`config.mk`:
```
export PLATFORM = sky130hd
export DESIGN_NAME = byte_realign
export DESIGN_NICKNAME = d
export VERILOG_FILES = /design/src/rtl/byte_realign_pkg.sv /design/src/rtl/realign_phase.sv /design/src/rtl/realign_extract.sv /design/src/rtl/byte_realign.sv
export SDC_FILE = /design/constraint.sdc
export NUM_CORES = 1
export LEC_CHECK = 0
export ABC_AREA = 1
export BUFFER_PORTS_ARGS = -buffer_cell sky130_fd_sc_hd__buf_4
export CAP_MARGIN = 20
export CELL_PAD_IN_SITES_DETAIL_PLACEMENT = 2
export CELL_PAD_IN_SITES_GLOBAL_PLACEMENT = 2
export CORE_AREA = 2 2 118 120
export CTS_BUF_LIST = sky130_fd_sc_hd__clkbuf_4
export CTS_CLUSTER_SIZE = 25
export DETAILED_ROUTE_END_ITERATION = 10
export DIE_AREA = 0 0 120 122
export HOLD_SLACK_MARGIN = 0.02
export PLACE_DENSITY = 0.89
export SYNTH_ARGS = -nofsm -noshare
export SYNTH_HDL_FRONTEND = slang
export SYNTH_HIERARCHICAL = 1
export SYNTH_SLANG_ARGS = --single-unit
```
`constraint.sdc`:
```
create_clock -name clk -period 2.8 [get_ports clk]
set_input_delay 0 -clock clk [delete_from_list [all_inputs] [get_ports clk]]
set_output_delay 0 -clock clk [all_outputs]
set_load 0.02 [all_outputs]
```
`src/rtl/byte_realign_pkg.sv`:
```
package byte_realign_pkg;

    // Stream phase: waiting for the word that loads the history, or producing.
    typedef enum logic {
        PH_PRIME = 1'b0,
        PH_LIVE  = 1'b1
    } phase_e;

    localparam int BYTE_W = 8;

endpackage

```
`src/rtl/realign_phase.sv`:
```
module realign_phase
    import byte_realign_pkg::*;
(
    input  logic clk,
    input  logic rst_n,
    input  logic prime,
    input  logic in_valid,
    output logic fire
);

    phase_e phase_d, phase_q;

    always_comb begin
        phase_d = phase_q;
        fire    = 1'b0;
        if (in_valid) begin
            // a word arriving with prime becomes the priming word
            fire    = (phase_q == PH_LIVE) && !prime;
            phase_d = PH_LIVE;
        end else if (prime) begin
            phase_d = PH_PRIME;
        end
    end

    always_ff @(posedge clk or negedge rst_n) begin
        if (!rst_n) phase_q <= PH_PRIME;
        else        phase_q <= phase_d;
    end

    AST_WORD_ARMS: assert property (@(posedge clk) disable iff (!rst_n)
        in_valid |=> (phase_q == PH_LIVE));
    AST_PRIME_DISARMS: assert property (@(posedge clk) disable iff (!rst_n)
        (prime && !in_valid) |=> (phase_q == PH_PRIME));

endmodule

```
`src/rtl/realign_extract.sv`:
```
module realign_extract
    import byte_realign_pkg::*;
#(
    parameter int WORD_BYTES = 4,
    localparam int IDX_W  = (WORD_BYTES > 1) ? $clog2(WORD_BYTES) : 1,
    localparam int WORD_W = WORD_BYTES * BYTE_W
) (
    input  logic [WORD_W-1:0] cur_word,
    input  logic [WORD_W-1:0] prev_word,
    input  logic [IDX_W-1:0]  idx,
    output logic [WORD_W-1:0] result
);

    localparam int POOL_N = 2 * WORD_BYTES;

    logic [BYTE_W-1:0] pool [POOL_N];

    // Older word fills the low half of the pool, newer word the high half.
    for (genvar k = 0; k < WORD_BYTES; k++) begin : g_pool
        assign pool[k]              = prev_word[k*BYTE_W +: BYTE_W];
        assign pool[k + WORD_BYTES] = cur_word[k*BYTE_W +: BYTE_W];
    end

    // Each output byte takes the pool byte idx positions above it.
    for (genvar j = 0; j < WORD_BYTES; j++) begin : g_pick
        always_comb begin
            result[j*BYTE_W +: BYTE_W] = pool[j + int'(idx)];
        end
    end

endmodule

```
`src/rtl/byte_realign.sv`:
```
module byte_realign
    import byte_realign_pkg::*;
#(
    parameter int WORD_BYTES = 4,
    localparam int IDX_W  = (WORD_BYTES > 1) ? $clog2(WORD_BYTES) : 1,
    localparam int WORD_W = WORD_BYTES * BYTE_W
) (
    input  logic              clk,
    input  logic              rst_n,
    input  logic              cfg_we,
    input  logic [IDX_W-1:0]  cfg_idx,
    input  logic              prime,
    input  logic              in_valid,
    input  logic [WORD_W-1:0] in_data,
    output logic              out_valid,
    output logic [WORD_W-1:0] out_data
);

    typedef struct packed {
        logic [WORD_W-1:0] prev;
        logic [WORD_W-1:0] odata;
        logic              ovalid;
        logic [IDX_W-1:0]  idx;
    } state_t;

    state_t st_d, st_q;
    logic              fire;
    logic [WORD_W-1:0] aligned;

    realign_phase u_phase (
        .clk      (clk),
        .rst_n    (rst_n),
        .prime    (prime),
        .in_valid (in_valid),
        .fire     (fire)
    );

    realign_extract #(.WORD_BYTES(WORD_BYTES)) u_extract (
        .cur_word  (in_data),
        .prev_word (st_q.prev),
        .idx       (st_q.idx),
        .result    (aligned)
    );

    always_comb begin
        st_d        = st_q;
        st_d.ovalid = fire;
        if (fire)     st_d.odata = aligned;
        if (in_valid) st_d.prev  = in_data;
        if (cfg_we)   st_d.idx   = cfg_idx;
    end

    always_ff @(posedge clk or negedge rst_n) begin
        if (!rst_n) st_q <= '0;
        else        st_q <= st_d;
    end

    assign out_valid = st_q.ovalid;
    assign out_data  = st_q.odata;

    AST_PRIME_WORD_SILENT: assert property (@(posedge clk) disable iff (!rst_n)
        (prime && in_valid) |=> !out_valid);
    AST_IDLE_NO_PULSE: assert property (@(posedge clk) disable iff (!rst_n)
        !in_valid |=> !out_valid);
    AST_IDLE_HOLDS_DATA: assert property (@(posedge clk) disable iff (!rst_n)
        !in_valid |=> ($stable(out_data) && $stable(st_q.prev)));
    AST_IDX_PERSISTS: assert property (@(posedge clk) disable iff (!rst_n)
        !cfg_we |=> $stable(st_q.idx));
    AST_WORD_STORED: assert property (@(posedge clk) disable iff (!rst_n)
        in_valid |=> (st_q.prev == $past(in_data)));

endmodule

```
After elaboration in Yosys (flattened, before gate mapping)
Index checks and enable logic that the tools add are counted.
{ "word_totals": {"register_bits": 68, "input_bits": 39, "out_inout_bits": 33} }
{ "classes": {"add_sub_neg": 3, "order_cmp": 4, "muxes": 15, "bitwise_logic": 4, "n_reduce_logical": 3} }
{ "op_table": {"columns": ["operator", "n"], "rows": [
  ["greater-or-equal comparator 32 x 4 -> 1 bit, second input constant", 4],
  ["binary-select mux 8 bit (select 3 bit)", 4],
  ["NOT 32 bit", 3],
  ["two-way mux 8 bit", 8],
  ["NOT 2 -> 32 bit", 1],
  ["adder 2 x 2 -> 3 bit, first input constant", 2],
  ["adder 1 x 2 -> 3 bit, first input constant", 1],
  ["two-way mux 1 bit", 3],
  ["nonzero test 2 bit", 1],
  ["logical AND 1 bit", 1],
  ["zero test 1 bit", 1]
]} }

Logic depth before layout (Yosys ltp)
{ "depth": {"ltp_word": 5, "mapped_depth": 12} }

Modules after synthesis
The synthesis kept the hierarchy.
{ "by_module_without_submodules": {"columns": ["module", "n_inst", "cells_per_inst", "area_each_um2"], "rows": [
  ["byte_realign", 1, 314, 2900.3],
  ["realign_extract", 1, 295, 1371.3],
  ["realign_phase", 1, 6, 48.8]
]} }

Worst setup path after synthesis
No wires, ideal clock.
{ "synth_timing": {"path_type": "register -> register", "from": "register st_q[1] (netlist bit)", "to": "register st_q (netlist bit out_data[26])", "t_arrival_ps": 1818, "t_required_ps": 2684, "path_slack_ps": 866, "path_stages_with_launch": 12, "n_path_buf": 4, "cell_sequence": "dfrtp_1 -> buf_4 -> clkinv_1 -> buf_2 -> ha_1 -> buf_2 -> clkbuf_1 -> nand3_1 -> nand3_1 -> nand2_1 -> nand2_1 -> nand2_1"} }
{ "synth_via": {"elab_chain_cells": 5} }
{ "synth_lines": {"columns": ["item", "line_no", "text"], "rows": [
  ["start, declared", "byte_realign.sv:26", "state_t st_d, st_q;"],
  ["start signal, assigned", "byte_realign.sv:55", "else st_q <= st_d;"],
  ["adder 2 x 2 -> 3 bit", "realign_extract.sv:27", "result[j*BYTE_W +: BYTE_W] = pool[j + int'(idx)];"],
  ["NOT 32 bit (not written as such)", "realign_extract.sv:27", null],
  ["binary-select mux 8 bit (select 3 bit)", "realign_extract.sv:27", null],
  ["two-way mux 8 bit (not written as such) (2 in a row)", "realign_extract.sv:27", null],
  ["via aligned[26]", "byte_realign.sv:28", "logic [WORD_W-1:0] aligned;"]
]} }
The timed path passes the listed nets, and every way through them passes these cells. The select of a mux whose other input is x is not followed.
A chain may end at the register's enable or synchronous reset.

Worst setup path in the final report
{ "layout_timing": {"from": "register st_q[1] (netlist bit)", "to": "register st_q (netlist bit out_data[12])"} }
{ "layout_via": {"elab_chain_cells": 5} }
{ "layout_lines": {"columns": ["item", "line_no"], "rows": [
  ["adder 1 x 2 -> 3 bit", "realign_extract.sv:27"],
  ["NOT 32 bit (not written as such)", "realign_extract.sv:27"],
  ["binary-select mux 8 bit (select 3 bit)", "realign_extract.sv:27"],
  ["two-way mux 8 bit (not written as such) (2 in a row)", "realign_extract.sv:27"],
  ["via aligned[12]", "byte_realign.sv:28"]
]} }
The timed path passes the listed nets, and every way through them passes these cells. The select of a mux whose other input is x is not followed.

==> impl_metrics.py <==
metrics = {
    "logic_synthesis": {
        "yosysTopAreaCell": "dfrtp_1",
        "synth_nets": 656,
        "ys.flop_type": "dfrtp_1",
        "syn_area_per_cell_um2": 7.025,
        "synth_seq_cells": 68,
        "syn-cell-area_mm2": 0.004320,
        "synth-edff-count": 0,
        "async_reset_ff_frac": 1.000,
        "netlist_instances": 615,
        "synth_cell_types": 18,
        "yosysSeqAreaShare": 0.3939,
        "yosysTopAreaCellShare": 0.3939,
        "synth-warning-count": 6,
        "synth_area_leaders": "dfrtp_1, nand2_1, nand3_1, buf_4, nand2_2",
    },
    "worst_setup_path": {
        "start_kind": "register",
        "cp_max_fo": 17,
        "endpoint_kind": "register",
        "critical_path_class": "register to register",
        "cp.arrival_ps": 2710,
        "worst_ep_required_time_ps": 3140,
    },
    "power_and_ir_drop": {
        "peakVddDrop_mv": 0.1610,
        "power_density_mw_per_mm2": 597.0,
        "p_leak_uw": 0.002761,
    },
    "final_layout": {
        "fin_area_mm2": 0.005273,
        "num-nets-final": 731,
        "most-common-layout-cells": "nand2_1, nand3_1, buf_4",
        "area_delta_synth_final_pct": 22.04,
        "layout_commonest_cell": "nand2_1",
        "seqCellArea_mm2": 0.001702,
        "multi_input_area_mm2": 0.001946,
        "fillerInstances": 1573,
        "layout-drive-gt1-share": 0.1712,
    },
    "routing": {
        "ant_nets": 0,
        "totalWireLength_mm": 19.32,
        "drc": 0,
        "routedWlPerCell_um": 22.06,
        "drt_first_pass_iters": 6,
        "drtIter0Drc": 407,
        "vias_per_cell": 5.331,
        "vias": 4670,
    },
    "floorplan": {
        "dieArea_mm2": 0.01464,
        "core_mm2": 0.01350,
        "ios": 72,
        "start_util": 0.3199,
        "fp-row-count": 43,
        "die_y_um": 122,
        "die_w_um": 120,
    },
    "global_route": {
        "track_usage": 0.2517,
        "grt_pass1_vias": 5047,
        "grt_max_degree": 69,
        "grt_first_pass_wirelength_mm": 28.43,
        "antenna_found_initial": 1,
        "gr-total-overflow": 0,
    },
    "clock_tree": {
        "cts_tree": "yes",
        "insertion_delay_ps": 460,
        "cts-root-buf": "clkbuf_4",
        "path_clk_slew_ps": 140,
        "clkSinkCount": 68,
        "cts_buffers": 9,
        "ctsHtreeMaxLevel": 3,
        "cts_max_path_buffers": 2,
    },
    "placed_design": {
        "placed_area_mm2": 0.004608,
        "place_hpwl_mm": 10.74,
        "portBuffers": 71,
        "gp_congestion": 0.8767,
    },
    "sta": {
        "drv_slew": 0,
        "setup_viol": 0,
        "fin_crit_sh": 0.8447,
        "rsz0062_at_grt": "no",
        "fin_tns_setup_ps": 0,
        "hold_viol": 0,
        "worstMarginPinSlew_ps": 911.9,
        "period_minus_slack_ps": 2365,
        "relSlewSlack": 0.3921,
        "finClkSkew_ps": 33.67,
        "max_freq_mhz": 422.8,
    },
    "worst_hold_path": {
        "worstHoldPathType": "primary input to async pin",
    },
    "run_status": {
        "run_status": "finished, final reports clean",
    },
    "job": {
        "cap_viol_max_count": 0,
    },
}
[worst max-delay path, cell delays in order, from the launching register on]
cell and delay [ps]:
dfrtp_1 380, clkinv_1 70, buf_4 190, ha_1 340, inv_1 460, buf_4 290, nand3_1 110, nand3_1 110
nand2_1 110, nand2_1 100, nand2_1 90
[power breakdown]
part	internal (uW)	switching (uW)
Combinational	447	813
Clock	197	414
Sequential	1140	139
[area by class of cell]
class,instances,area share
multi-input combinational,443,0.3690
tap,180,0.04271
clock inverter,5,0.005458
antenna,1,0.0004746
sequential,68,0.3227
clock buffer,11,0.01566
timing repair buffer,134,0.2169
inverter,34,0.02705
[registers in the layout (all words and copies together), names as in the netlist]
register	cells
u_phase/phase_q	1
out_data	32
st_q	34
out_valid	1
[cell usage after synthesis, types with 2 or more instances]
cell type	instances
nand2_1	283
nand3_1	96
dfrtp_1	68
buf_4	41
inv_1	30
nand2_2	21
o21ai_0	18
o211ai_1	16
buf_2	11
buf_6	9
clkbuf_1	7
o21ai_1	6
buf_12	2
ha_1	2
inv_8	2
[cells by family (layout without fill, tap and decap cells)]
group,count (synthesis),in the layout,share of synthesized area
compound gates,40,40,0.05561
fa+ha+maj,2,2,0.005791
buf+inv,104,184,0.1558
flops,68,68,0.3939
other cells,0,1,0
simple gates,401,401,0.3889
[what timing repair did]
action	4_1_cts	5_1_grt
resized for setup	0	0
buffers inserted	0	0
hold buffers	55	0
endpoints found under the hold margin	109	0
[per-stage QoR]
stage | total power, uW | utilization | worst slack, ps | std cells | hold slack [ps]
3_5_place_dp | 2380 | 0.3412 | 684.0 | 804 | 191.6
6_report | 3148 | 0.3904 | 434.7 | 876 | 168.2
2_1_floorplan | 2080 | - | 865.7 | 615 | -295.6
4_1_cts | 3054 | 0.3903 | 651.1 | 875 | 222.0
5_1_grt | 3302 | 0.3904 | 326.7 | 876 | 289.5
3_3_place_gp | 2303 | 0.3412 | 818.2 | 804 | 168.9
[final timing paths]
| kind | end | slack, ps | from | cells past startpoint |
|---|---|---|---|---|
| max reg2reg | out_data[12]$_DFFE_PN0P_ | 430 | st_q[1]$_DFFE_PN0P_ | 10 |
| max in group asynchronous | out_data[14]$_DFFE_PN0P_ | 2000 | rst_n | 2 |
| min in group clk | st_q[60]$_DFFE_PN0P_ | 310 | in_data[25] | 4 |
| min | out_data[24]$_DFFE_PN0P_ | 170 | rst_n | 2 |
| max | out_data[12]$_DFFE_PN0P_ | 430 | st_q[1]$_DFFE_PN0P_ | 10 |
| min reg2reg | out_data[4]$_DFFE_PN0P_ | 500 | out_data[4]$_DFFE_PN0P_ | 2 |
[metal layers]
metal  routed length [um]  part of all wire  vias to the layer above  GRT usage
met3                 1082             0.056                       69    0.05009
met5                    0                 0                        -          0
met1                 8072              0.42                     2340     0.3245
met2                 9209              0.48                      202     0.4080
met4                  957             0.050                        0     0.1147
li1                     -                 -                     2059          -
Power figures use the tool's default switching activity.
